`src/rtl/mdio_c45_pkg.sv`:
```
package mdio_c45_pkg;

    localparam int MD_DATA_W = 16;
    localparam int MD_PORT_W = 5;
    localparam int MD_DEV_W  = 5;
    localparam int MD_OPC_W  = 3;
    localparam int MD_CNT_W  = 8;

    localparam logic [MD_OPC_W-1:0] OPC_WRITE = 3'd5;
    localparam logic [MD_OPC_W-1:0] OPC_READ  = 3'd7;

    typedef enum logic [1:0] {
        ENG_IDLE = 2'd0,
        ENG_WAIT = 2'd1,
        ENG_XFER = 2'd2
    } eng_state_e;

    // last count value of one MDC period for each divider code
    function automatic logic [MD_CNT_W-1:0] div_last(input logic [1:0] code);
        case (code)
            2'd0:    div_last = 8'd255;
            2'd1:    div_last = 8'd63;
            2'd2:    div_last = 8'd31;
            default: div_last = 8'd7;
        endcase
    endfunction

    // count value after which MDC goes high
    function automatic logic [MD_CNT_W-1:0] div_half_m1(input logic [1:0] code);
        case (code)
            2'd0:    div_half_m1 = 8'd127;
            2'd1:    div_half_m1 = 8'd31;
            2'd2:    div_half_m1 = 8'd15;
            default: div_half_m1 = 8'd3;
        endcase
    endfunction

endpackage

```
`src/rtl/mdio_c45_clkgen.sv`:
```
module mdio_c45_clkgen
    import mdio_c45_pkg::*;
(
    input  logic       clk,
    input  logic       rst_n,
    input  logic [1:0] div_code,
    input  logic       hold,
    output logic       mdc,
    output logic       rise_evt,
    output logic       fall_evt,
    output logic [1:0] active_code
);

    typedef struct packed {
        logic [MD_CNT_W-1:0] cnt;
        logic                mdc;
        logic [1:0]          code;
    } clk_state_t;

    clk_state_t st_d, st_q;

    always_comb begin
        st_d     = st_q;
        rise_evt = (st_q.cnt == div_half_m1(st_q.code));
        fall_evt = (st_q.cnt == div_last(st_q.code));
        if (fall_evt) begin
            st_d.cnt = '0;
            st_d.mdc = 1'b0;
            if (!hold) begin
                st_d.code = div_code;
            end
        end else begin
            st_d.cnt = st_q.cnt + 1'b1;
            if (rise_evt) begin
                st_d.mdc = 1'b1;
            end
        end
    end

    always_ff @(posedge clk or negedge rst_n) begin
        if (!rst_n) begin
            st_q <= '0;
        end else begin
            st_q <= st_d;
        end
    end

    assign mdc         = st_q.mdc;
    assign active_code = st_q.code;

endmodule

```
`src/rtl/mdio_c45_frame.sv`:
```
module mdio_c45_frame
    import mdio_c45_pkg::*;
#(
    parameter int PRE_LEN = 32
) (
    input  logic                 clk,
    input  logic                 rst_n,
    input  logic                 start,
    input  logic                 is_read,
    input  logic [MD_PORT_W-1:0] port,
    input  logic [MD_DEV_W-1:0]  dev,
    input  logic [MD_DATA_W-1:0] addr_in,
    input  logic [MD_DATA_W-1:0] wdata,
    input  logic                 rise_evt,
    input  logic                 fall_evt,
    input  logic                 mdio_i,
    output logic                 busy,
    output logic                 mdio_o,
    output logic                 mdio_oe,
    output logic                 rd_done,
    output logic [MD_DATA_W-1:0] rd_word
);

    localparam int FRAME_BITS = PRE_LEN + 4 + MD_PORT_W + MD_DEV_W + 2 + MD_DATA_W;
    localparam int BIT_W      = $clog2(FRAME_BITS);
    localparam logic [BIT_W-1:0] LAST_BIT = BIT_W'(FRAME_BITS - 1);
    localparam logic [BIT_W-1:0] TA_BIT   = BIT_W'(FRAME_BITS - MD_DATA_W - 2);
    localparam logic [BIT_W-1:0] DAT_BIT  = BIT_W'(FRAME_BITS - MD_DATA_W);

    typedef struct packed {
        eng_state_e           st;
        logic                 phase;
        logic [BIT_W-1:0]     bitn;
        logic [MD_DATA_W-1:0] addr;
        logic [MD_DATA_W-1:0] rsh;
    } eng_state_t;

    eng_state_t eng_d, eng_q;

    logic [1:0]            op_code;
    logic [MD_DATA_W-1:0]  payload;
    logic [FRAME_BITS-1:0] frame_vec;
    logic [BIT_W-1:0]      sel;
    logic                  in_xfer;
    logic                  data_rd;

    always_comb begin
        eng_d   = eng_q;
        rd_done = 1'b0;

        op_code   = !eng_q.phase ? 2'b00 : (is_read ? 2'b11 : 2'b01);
        payload   = eng_q.phase ? wdata : eng_q.addr;
        frame_vec = {{PRE_LEN{1'b1}}, 2'b00, op_code, port, dev, 2'b10, payload};
        sel       = LAST_BIT - eng_q.bitn;
        in_xfer   = (eng_q.st == ENG_XFER);
        data_rd   = in_xfer && eng_q.phase && is_read;
        mdio_oe   = in_xfer && !(data_rd && (eng_q.bitn >= TA_BIT));
        mdio_o    = in_xfer && frame_vec[sel];

        case (eng_q.st)
            ENG_IDLE: begin
                if (start) begin
                    eng_d.st   = ENG_WAIT;
                    eng_d.addr = addr_in;
                end
            end
            ENG_WAIT: begin
                if (fall_evt) begin
                    eng_d.st    = ENG_XFER;
                    eng_d.phase = 1'b0;
                    eng_d.bitn  = '0;
                end
            end
            ENG_XFER: begin
                if (rise_evt && data_rd && (eng_q.bitn >= DAT_BIT)) begin
                    eng_d.rsh = {eng_q.rsh[MD_DATA_W-2:0], mdio_i};
                end
                if (fall_evt) begin
                    if (eng_q.bitn == LAST_BIT) begin
                        eng_d.bitn = '0;
                        if (!eng_q.phase) begin
                            eng_d.phase = 1'b1;
                        end else begin
                            eng_d.st = ENG_IDLE;
                            rd_done  = is_read;
                        end
                    end else begin
                        eng_d.bitn = eng_q.bitn + 1'b1;
                    end
                end
            end
            default: eng_d.st = ENG_IDLE;
        endcase
    end

    always_ff @(posedge clk or negedge rst_n) begin
        if (!rst_n) begin
            eng_q <= '{st: ENG_IDLE, phase: 1'b0, bitn: '0, addr: '0, rsh: '0};
        end else begin
            eng_q <= eng_d;
        end
    end

    assign busy    = (eng_q.st != ENG_IDLE);
    assign rd_word = eng_q.rsh;

endmodule

```
`src/rtl/mdio_c45_master.sv`:
```
module mdio_c45_master
    import mdio_c45_pkg::*;
#(
    parameter int ADDR_W  = 4,
    parameter int PRE_LEN = 32
) (
    input  logic              clk,
    input  logic              rst_n,
    input  logic              reg_wen,
    input  logic [ADDR_W-1:0] reg_addr,
    input  logic [31:0]       reg_wdata,
    output logic [31:0]       reg_rdata,
    output logic              mdc,
    input  logic              mdio_i,
    output logic              mdio_o,
    output logic              mdio_oe
);

    localparam logic [ADDR_W-1:0] OFS_MGMT = ADDR_W'(4'h0);
    localparam logic [ADDR_W-1:0] OFS_ADDR = ADDR_W'(4'h8);
    localparam logic [ADDR_W-1:0] OFS_CFG  = ADDR_W'(4'hC);

    typedef struct packed {
        logic [MD_PORT_W-1:0] port;
        logic [MD_DEV_W-1:0]  dev;
        logic [MD_OPC_W-1:0]  opc;
        logic [MD_DATA_W-1:0] data;
        logic                 rvalid;
        logic [MD_DATA_W-1:0] addr;
        logic [31:0]          cfg;
    } regs_t;

    regs_t rg_d, rg_q;

    logic                 busy;
    logic                 rise_evt;
    logic                 fall_evt;
    logic                 rd_done;
    logic [MD_DATA_W-1:0] rd_word;
    logic [1:0]           act_code;
    logic [MD_OPC_W-1:0]  opc_in;
    logic                 start;
    logic                 rvalid_w;
    logic [MD_PORT_W-1:0] port_w;

    always_comb begin
        rg_d   = rg_q;
        opc_in = reg_wdata[28:26];
        start  = reg_wen && (reg_addr == OFS_MGMT) && !busy &&
                 ((opc_in == OPC_WRITE) || (opc_in == OPC_READ));

        if (start) begin
            rg_d.port   = reg_wdata[20:16];
            rg_d.dev    = reg_wdata[25:21];
            rg_d.opc    = opc_in;
            rg_d.data   = reg_wdata[15:0];
            rg_d.rvalid = 1'b0;
        end
        if (reg_wen && (reg_addr == OFS_ADDR)) begin
            rg_d.addr = reg_wdata[15:0];
        end
        if (reg_wen && (reg_addr == OFS_CFG)) begin
            rg_d.cfg = reg_wdata;
        end
        if (rd_done) begin
            rg_d.data   = rd_word;
            rg_d.rvalid = 1'b1;
        end
    end

    always_ff @(posedge clk or negedge rst_n) begin
        if (!rst_n) begin
            rg_q <= '0;
        end else begin
            rg_q <= rg_d;
        end
    end

    always_comb begin
        case (reg_addr)
            OFS_MGMT: reg_rdata = {1'b0, busy, rg_q.rvalid, rg_q.opc, rg_q.dev, rg_q.port, rg_q.data};
            OFS_ADDR: reg_rdata = {16'h0000, rg_q.addr};
            OFS_CFG:  reg_rdata = rg_q.cfg;
            default:  reg_rdata = '0;
        endcase
    end

    assign rvalid_w = rg_q.rvalid;
    assign port_w   = rg_q.port;

    mdio_c45_clkgen u_clkgen (
        .clk         (clk),
        .rst_n       (rst_n),
        .div_code    (rg_q.cfg[1:0]),
        .hold        (busy),
        .mdc         (mdc),
        .rise_evt    (rise_evt),
        .fall_evt    (fall_evt),
        .active_code (act_code)
    );

    mdio_c45_frame #(
        .PRE_LEN (PRE_LEN)
    ) u_frame (
        .clk      (clk),
        .rst_n    (rst_n),
        .start    (start),
        .is_read  (rg_q.opc == OPC_READ),
        .port     (rg_q.port),
        .dev      (rg_q.dev),
        .addr_in  (rg_q.addr),
        .wdata    (rg_q.data),
        .rise_evt (rise_evt),
        .fall_evt (fall_evt),
        .mdio_i   (mdio_i),
        .busy     (busy),
        .mdio_o   (mdio_o),
        .mdio_oe  (mdio_oe),
        .rd_done  (rd_done),
        .rd_word  (rd_word)
    );

endmodule

```
`config.mk`:
```
export PLATFORM = sky130hd
export DESIGN_NAME = mdio_c45_master
export DESIGN_NICKNAME = d
export VERILOG_FILES = /design/src/rtl/mdio_c45_pkg.sv /design/src/rtl/mdio_c45_clkgen.sv /design/src/rtl/mdio_c45_frame.sv /design/src/rtl/mdio_c45_master.sv
export SDC_FILE = /design/constraint.sdc
export NUM_CORES = 1
export LEC_CHECK = 0
export ABC_AREA = 1
export CORE_MARGIN = 2
export CORE_UTILIZATION = 25
export CTS_CLUSTER_DIAMETER = 120
export DETAILED_ROUTE_END_ITERATION = 8
export HOLD_SLACK_MARGIN = 0.15
export PLACE_DENSITY = 0.53
export SLEW_MARGIN = 25
export SYNTH_ARGS = -nofsm -noshare
export SYNTH_HDL_FRONTEND = slang
export SYNTH_SLANG_ARGS = --single-unit
```
`constraint.sdc`:
```
create_clock -name clk -period 2.2 [get_ports clk]
set_input_delay 0.44 -clock clk [delete_from_list [all_inputs] [get_ports clk]]
set_output_delay 0.44 -clock clk [all_outputs]
set_load 0.02 [all_outputs]
```
==> flow_metrics.env, run 1 <==
export IMPL_status="finished with violations"
export IMPL_violations="setup timing"
export IMPL_wl_per_cell_um=15.1
export IMPL_maxSlewViolCount=0
export IMPL_worst_path_buf_inv=4
export IMPL_antenna_found_initial=0
export IMPL_worst_setup_path_end_kind="output pin"
export IMPL_place_ws_ps=-683
export IMPL_die_w_um=165
export IMPL_grt_pass1_vias=5768
export IMPL_grt_start_max_net_pins=67
export IMPL_h_tree_depth=4
export IMPL_p_leak_nw=4.47
export IMPL_area_growth_pct=38.3
export IMPL_grt_pass1_wl_um=31100
export IMPL_final_setup_skew_ps=12.5
export IMPL_rsz0062_at_grt="true"
export IMPL_ys_warn_count=0
export IMPL_mappedNetlistArea_mm2=0.00646
export IMPL_drt_initial_drc_count=451
export IMPL_synthFlopType="dfrtp_1"
export IMPL_fmax_mhz=420
export IMPL_yosysUniqueCellTypes=34
export IMPL_fin_cells=1293
export IMPL_cp_slowest_cell="dfrtp_1"
export IMPL_avgViaCountPerCell=4.45
export IMPL_cp_common_cell="nand2_1"
export IMPL_die_area_mm2=0.0272
export IMPL_slew_headroom=0.571
export IMPL_fin_tns_setup_ps=-180
export IMPL_final_util=0.354
export IMPL_drc=0
export IMPL_cp_cell_sequence="inv_2, buf_12, nor2_1, nand2_1, nand2_1, nand2_1, nand2_1, inv_1, nand2_1, nand3_2, a21oi_4, buf_6"
export IMPL_synth_seq_cells=130
export IMPL_powerDensity_mw_per_mm2=682
export IMPL_num_rows=58
export IMPL_vias=5749
export IMPL_syn_nets=856
export IMPL_insertion_delay_ps=430
export IMPL_synth_area_leaders="dfrtp_1 50%, nand2_1 14%, o21ai_0 7.0%"
export IMPL_cts_reportedPaths_clkPinSlew_ps=60
export IMPL_placed_cells=1254
export IMPL_ios=75
export IMPL_peakVddDrop_uv=378
export IMPL_critPathKind="reg2out"
export IMPL_nets=993
export IMPL_cp_max_fo=7
export IMPL_final_setup_worst_slack_ps=-180
export IMPL_reg2reg_slack_ps=130
export IMPL_switching_share=0.248
export IMPL_clock_sinks=130
export IMPL_synth_cells=814
export IMPL_seqPwrFrac=0.438
export IMPL_fp_coreArea_mm2=0.0253
export IMPL_dr_pass1_iters=5
export IMPL_setup_viol=1
export IMPL_grt_use_total=0.151
export IMPL_dp_hpwl_um=13600
export IMPL_drv_cap=0
export IMPL_post_route_period_util=1.08
export IMPL_fin_crit_ps=2380
export IMPL_placed_area_mm2=0.00816
export IMPL_routed_wirelength_um=19500
export IMPL_layout_drive_gt1_share=0.209
export IMPL_finalHoldViolations=0
export IMPL_clockBufferDepth=2
export IMPL_die_y_um=165
export IMPL_grt_ovfl_total=0
export IMPL_portBuffers=74
export IMPL_postSynth_asyncResetShare=1.00
export IMPL_antennaDiodeCount=0
export IMPL_synth_top_area_cell="dfrtp_1"
export IMPL_place_congestion=0.812
export IMPL_cts_tree="done"
export IMPL_p_comb_frac=0.087
export IMPL_yosysTopAreaCellShare=0.503
export IMPL_switchingPower_mw=1.51
export IMPL_worstHoldPathType="reg2reg"
export IMPL_crit_required_ps=1760
export IMPL_cp_top_family="simple AND/OR/NAND/NOR gates"
export IMPL_critical_path_max_stage_delay_ps=420
export IMPL_timing_hold_ws_ps=459
export IMPL_startpoint_type="register"
export IMPL_p_total_mw=6.10
export IMPL_ys_seq_area_frac=0.503
export IMPL_synth_area_per_cell_um2=7.94
export IMPL_clkPwrFrac=0.474
export IMPL_initial_core_util=0.256
export IMPL_fin_area_mm2=0.00894
export IMPL_ant_nets=0
export IMPL_synth_edf_count=0
export IMPL_cts_root_buf="clkbuf_16"
export IMPL_internal_power_mw=4.59
export IMPL_cts_buffers=17
export IMPL_fillCellCount=2673
export IMPL_arrival_ps=1940
export IMPL_tightest_slew_ps=637
-- cells by family after synthesis --
group                    Yosys count  share of synthesized area
multiplexers                       4                    0.00697
AO/OA/AOI/OAI                    147                      0.134
buffers and inverters            147                     0.0912
adder cells (fa/ha/maj)            2                    0.00387
flip-flops                       130                      0.503
XOR/XNOR                           4                    0.00542
AND/OR/NAND/NOR                  380                      0.255
-- Yosys cell counts, types with 2 or more instances --
master    number
nand2_1      239
dfrtp_1      130
inv_1        104
o21ai_0       91
nand3_1       73
nor2_1        41
clkbuf_1      29
o211ai_1      20
o221ai_1      14
a21oi_1       13
nand3_2        9
a22o_1         6
buf_4          5
mux2_2         4
buf_2          3
nand4_1        3
nor2_2         3
nor3_1         3
xor2_1         3
buf_1          2
buf_6          2
ha_1           2
inv_2          2
nand2_2        2
nand2_4        2
-- path summary, 6_finish.rpt --
kind / start / to / cells after the start
worst max-delay path: u_frame.eng_q[32]$_DFFE_PN0P_ / mdio_o / 12
worst min-delay path: u_clkgen.st_q[3]$_DFF_PN0_ / u_clkgen.st_q[3]$_DFF_PN0_ / 1
worst max register to register: u_frame.eng_q[32]$_DFFE_PN0P_ / rg_q[62]$_DFFE_PN0P_ / 10
worst min register to register: u_clkgen.st_q[3]$_DFF_PN0_ / u_clkgen.st_q[3]$_DFF_PN0_ / 1
max in group asynchronous: rst_n / rg_q[26]$_DFFE_PN0P_ / 3
min in group asynchronous: rst_n / u_frame.eng_q[26]$_DFFE_PN0P_ / 2
-- flip-flops by register name, summed over array words and instances (netlist names) --
name / flops
rg_q: 72
u_frame.eng_q: 25
u_frame.rd_word: 16
u_clkgen.st_q: 8
port_w: 5
u_clkgen.active_code: 2
rvalid_w: 1
u_clkgen.mdc: 1
-- worst register-to-register path: stages, from the launching register on --
cell	delay [ps]
dfrtp_1	420
buf_12	150
buf_4	110
ha_1	170
nand2_1	70
nor2_1	120
nand3_1	230
nor2_4	220
buf_4	260
nand3_1	130
o211ai_1	120
-- what timing repair did --
action | CTS | global route
hold buffers | 1 | 0
endpoints found under the setup margin | 34 | 33
pin swaps | 2 | 6
endpoints found under the hold margin | 53 | 0
buffers inserted | 2 | 1
gates resized for setup | 185 | 27
gates cloned | 3 | 1
-- layout by cell type (no fill, tap or decap), drive strengths merged --
cell,n
o21a,1
o211ai,20
bufinv,3
clkdlybuf4s50,35
a22o,6
nand3b,1
clkinv,6
mux2,4
nor3,4
nand3,82
clkinvlp,3
clkbuf,23
and2,1
o221ai,14
buf,110
o31ai,1
ha,2
dlygate4sd2,2
xnor2,1
inv,106
a22oi,1
dlygate4sd3,1
dfrtp,130
bufbuf,1
o21ai,91
a21oi,13
nor2,46
nand2,243
clkdlybuf4s15,6
xor2,3
nand4,3
-- area by class of cell --
class | count | area (µm²) | area share
flip-flops and latches | 130 | 3260 | 0.364
inverters | 106 | 410 | 0.0459
well taps | 330 | 413 | 0.0462
multi-input cells | 537 | 2730 | 0.306
clock inverters | 12 | 160 | 0.0179
clock buffers | 19 | 433 | 0.0484
repair buffers | 159 | 1530 | 0.172
-- layer usage --
layer	global-route usage	vias to the layer above	wire length, µm
met5	0	-	0
met3	0.0291	27	590
met1	0.191	2709	8920
met4	0.0593	0	484
li1	-	2916	-
met2	0.253	97	9560
-- power by group through the flow --
stage | combinational (mW) | clock, mW | sequential, mW
finish | 0.532 | 2.89 | 2.67
global route | 0.607 | 3.05 | 2.69
CTS | 0.531 | 2.95 | 2.67
detailed placement | 0.528 | 0 | 2.71
global placement | 0.523 | 0 | 2.71
floorplan | 0.253 | 0 | 2.69
(Power assumes the default switching activity.)
==> run 2: changes to the inputs <==
--- a/config.mk
+++ b/config.mk
@@ -12,7 +12,7 @@
 export DETAILED_ROUTE_END_ITERATION = 8
 export HOLD_SLACK_MARGIN = 0.15
 export PLACE_DENSITY = 0.53
-export SLEW_MARGIN = 25
+export SLEW_MARGIN = 10
 export SYNTH_ARGS = -nofsm -noshare
 export SYNTH_HDL_FRONTEND = slang
 export SYNTH_SLANG_ARGS = --single-unit
==> results of run 2 <==
Final layout, timing and power as in run 1 (identical DEF).
==> run 3: changes to the inputs <==
--- a/config.mk
+++ b/config.mk
@@ -10,8 +10,10 @@
 export CORE_UTILIZATION = 25
 export CTS_CLUSTER_DIAMETER = 120
 export DETAILED_ROUTE_END_ITERATION = 8
+export GPL_TIMING_DRIVEN = 0
 export HOLD_SLACK_MARGIN = 0.15
 export PLACE_DENSITY = 0.53
+export REMOVE_ABC_BUFFERS = 1
 export SLEW_MARGIN = 10
 export SYNTH_ARGS = -nofsm -noshare
 export SYNTH_HDL_FRONTEND = slang
==> run 3 against run 2 <==
Against the previous run: the run still ends with setup timing left; utilization shrank 0.099 points; global-route usage shrank 0.14 points; register-to-register slack is essentially flat; fmax shrank 6.3%; largest cell class unchanged; highest routed layer unchanged.
==> flow_metrics.env, run 3 (synthesis gave the netlist of run 1 again) <==
export IMPL_hold_path_end="rvalid_w$_DFFE_PN0P_"
export IMPL_reg2reg_depth=9
export IMPL_regMostFlops="rg_q"
export IMPL_wl_per_cell_um=15.7
export IMPL_area_growth_pct=37.9
export IMPL_cts_buffers=17
export IMPL_worstHoldPathType="reg2reg"
export IMPL_initial_core_util=0.256
export IMPL_portBuffers=74
export IMPL_grt_pass1_vias=5615
export IMPL_r2r_end="rg_q[53]$_DFFE_PN0P_"
export IMPL_cts_root_buf="clkbuf_16"
export IMPL_grt_use_total=0.149
export IMPL_rsz0062_at_grt="true"
export IMPL_maxSlewViolCount=0
export IMPL_layout_drive_gt1_share=0.186
export IMPL_h_tree_depth=4
export IMPL_die_y_um=165
export IMPL_post_route_period_util=1.15
export IMPL_grt_start_max_net_pins=73
export IMPL_cp_max_fo=6
export IMPL_slew_headroom=0.271
export IMPL_fillCellCount=2648
export IMPL_place_ws_ps=-1800
export IMPL_whs_path_depth=2
export IMPL_grt_pass1_wl_um=31000
export IMPL_die_w_um=165
export IMPL_drt_initial_drc_count=475
export IMPL_fmax_mhz=394
export IMPL_fp_coreArea_mm2=0.0253
export IMPL_fin_tns_setup_ps=-340
export IMPL_ios=75
export IMPL_routed_wirelength_um=19700
export IMPL_startpoint_type="register"
export IMPL_peakVddDrop_uv=361
export IMPL_p_leak_nw=4.31
export IMPL_place_congestion=0.870
export IMPL_crit_required_ps=1760
export IMPL_status="finished with violations"
export IMPL_vias=5703
export IMPL_final_cell_mix="235 x nand2_1, 127 x dfrtp_1, 98 x inv_1"
export IMPL_final_common_cell="nand2_1"
export IMPL_clock_sinks=130
export IMPL_worst_setup_path_end_kind="output pin"
export IMPL_clockBufferDepth=2
export IMPL_dr_pass1_iters=6
export IMPL_powerDensity_mw_per_mm2=720
export IMPL_nets=953
export IMPL_drv_cap=0
export IMPL_fin_area_mm2=0.00892
export IMPL_tightest_slew_ps=1090
export IMPL_violations="setup timing"
export IMPL_fin_cells=1254
export IMPL_final_setup_skew_ps=6.59
export IMPL_die_area_mm2=0.0272
export IMPL_cts_reportedPaths_clkPinSlew_ps=60
export IMPL_arrival_ps=2100
export IMPL_finalHoldViolations=0
export IMPL_final_setup_worst_slack_ps=-340
export IMPL_cts_tree="done"
export IMPL_ant_nets=0
export IMPL_worstHoldStart="rvalid_w$_DFFE_PN0P_"
export IMPL_reg2reg_slack_ps=130
export IMPL_num_rows=58
export IMPL_grt_ovfl_total=0
export IMPL_drc=0
export IMPL_insertion_delay_ps=420
export IMPL_avgViaCountPerCell=4.55
export IMPL_placed_area_mm2=0.00751
export IMPL_largest_reg_flops=72
export IMPL_critPathKind="reg2out"
export IMPL_fin_crit_ps=2540
export IMPL_antenna_found_initial=0
export IMPL_placed_cells=1180
export IMPL_dp_hpwl_um=11700
export IMPL_final_util=0.353
export IMPL_crit_reg2reg_launch="u_frame.eng_q[32]$_DFFE_PN0P_"
export IMPL_antennaDiodeCount=0
export IMPL_setup_viol=1
## run 3: cell count changes in the layout (fill, tap and decap cells not counted), moves of 5 or more
cell / change
buf_6: +17
buf_4: -37
o21ai_0: -7
o21ai_1: +6
buf_12: -6
buf_2: -8
o221ai_1: -8
o221ai_4: +12
clkdlybuf4s15_2: -5
## run 3: timing repair
item | CTS | global route
buffers inserted | 33 | 5
endpoints found under the setup margin | 143 | 63
gates resized for setup | 260 | 29
hold buffers | 1 | 0
cloned | 3 | 2
endpoints found under the hold margin | 58 | 0
pin swaps | 8 | 9
## run 3: layer usage
metal,vias up,global-route usage,wire length (µm)
li1,2826,-,-
met1,2725,0.208,9480
met2,127,0.235,9140
met3,25,0.0294,829
met4,0,0.0419,295
met5,-,0,0
## run 3: metrics by stage
| step | hold slack (ps) | power, mW |
|---|---|---|
| floorplan | 144 | 2.94 |
| global placement | 452 | 3.18 |
| detailed placement | 459 | 3.20 |
| CTS | 482 | 6.48 |
| global route | 498 | 6.70 |
| finish | 481 | 6.42 |
## run 3: power breakdown
part	total [mW]	switching [mW]	leakage (nW)	internal, mW
combinational	0.577	0.321	2.36	0.256
sequential	2.67	0.0885	1.62	2.58
clock	3.18	1.06	0.326	2.12
## run 3: worst max-delay path, cell delays in order (launching register included)
cell        delay (ps)
dfrtp_4            510
clkinvlp_4          90
buf_6              130
buf_6              130
nand2_1             50
nand2_1             50
nand2_1             40
nand2_1             60
nor2_1              40
nand2_1             50
inv_1               40
nand2_1             60
nand3_2            100
a21oi_2            180
buf_6              140
## run 3: cell type report
type,instances,area (µm²),share of cell area
repair buffers,116,1190,0.133
flip-flops and latches,130,3260,0.366
clock inverters,10,178,0.0199
well taps,330,413,0.0463
repair inverters,2,15.0,0.00168
inverters,106,439,0.0493
multi-input cells,538,2940,0.329
clock buffers,22,484,0.0543
## run 3: worst max-delay path by stage
stage	start	slack, ps	to	cells after the start
global route	u_frame.eng_q[38]$_DFFE_PN0P_	-440	mdio_o	14
finish	u_frame.eng_q[38]$_DFFE_PN0P_	-340	mdio_o	14
global placement	rst_n	-4840	rg_q[19]$_DFFE_PN0P_	1
floorplan	reg_addr[1]	-770	rg_q[49]$_DFFE_PN0P_	6
detailed placement	reg_addr[1]	-1800	reg_rdata[15]	7
CTS	u_frame.eng_q[38]$_DFFE_PN0P_	-340	mdio_o	14
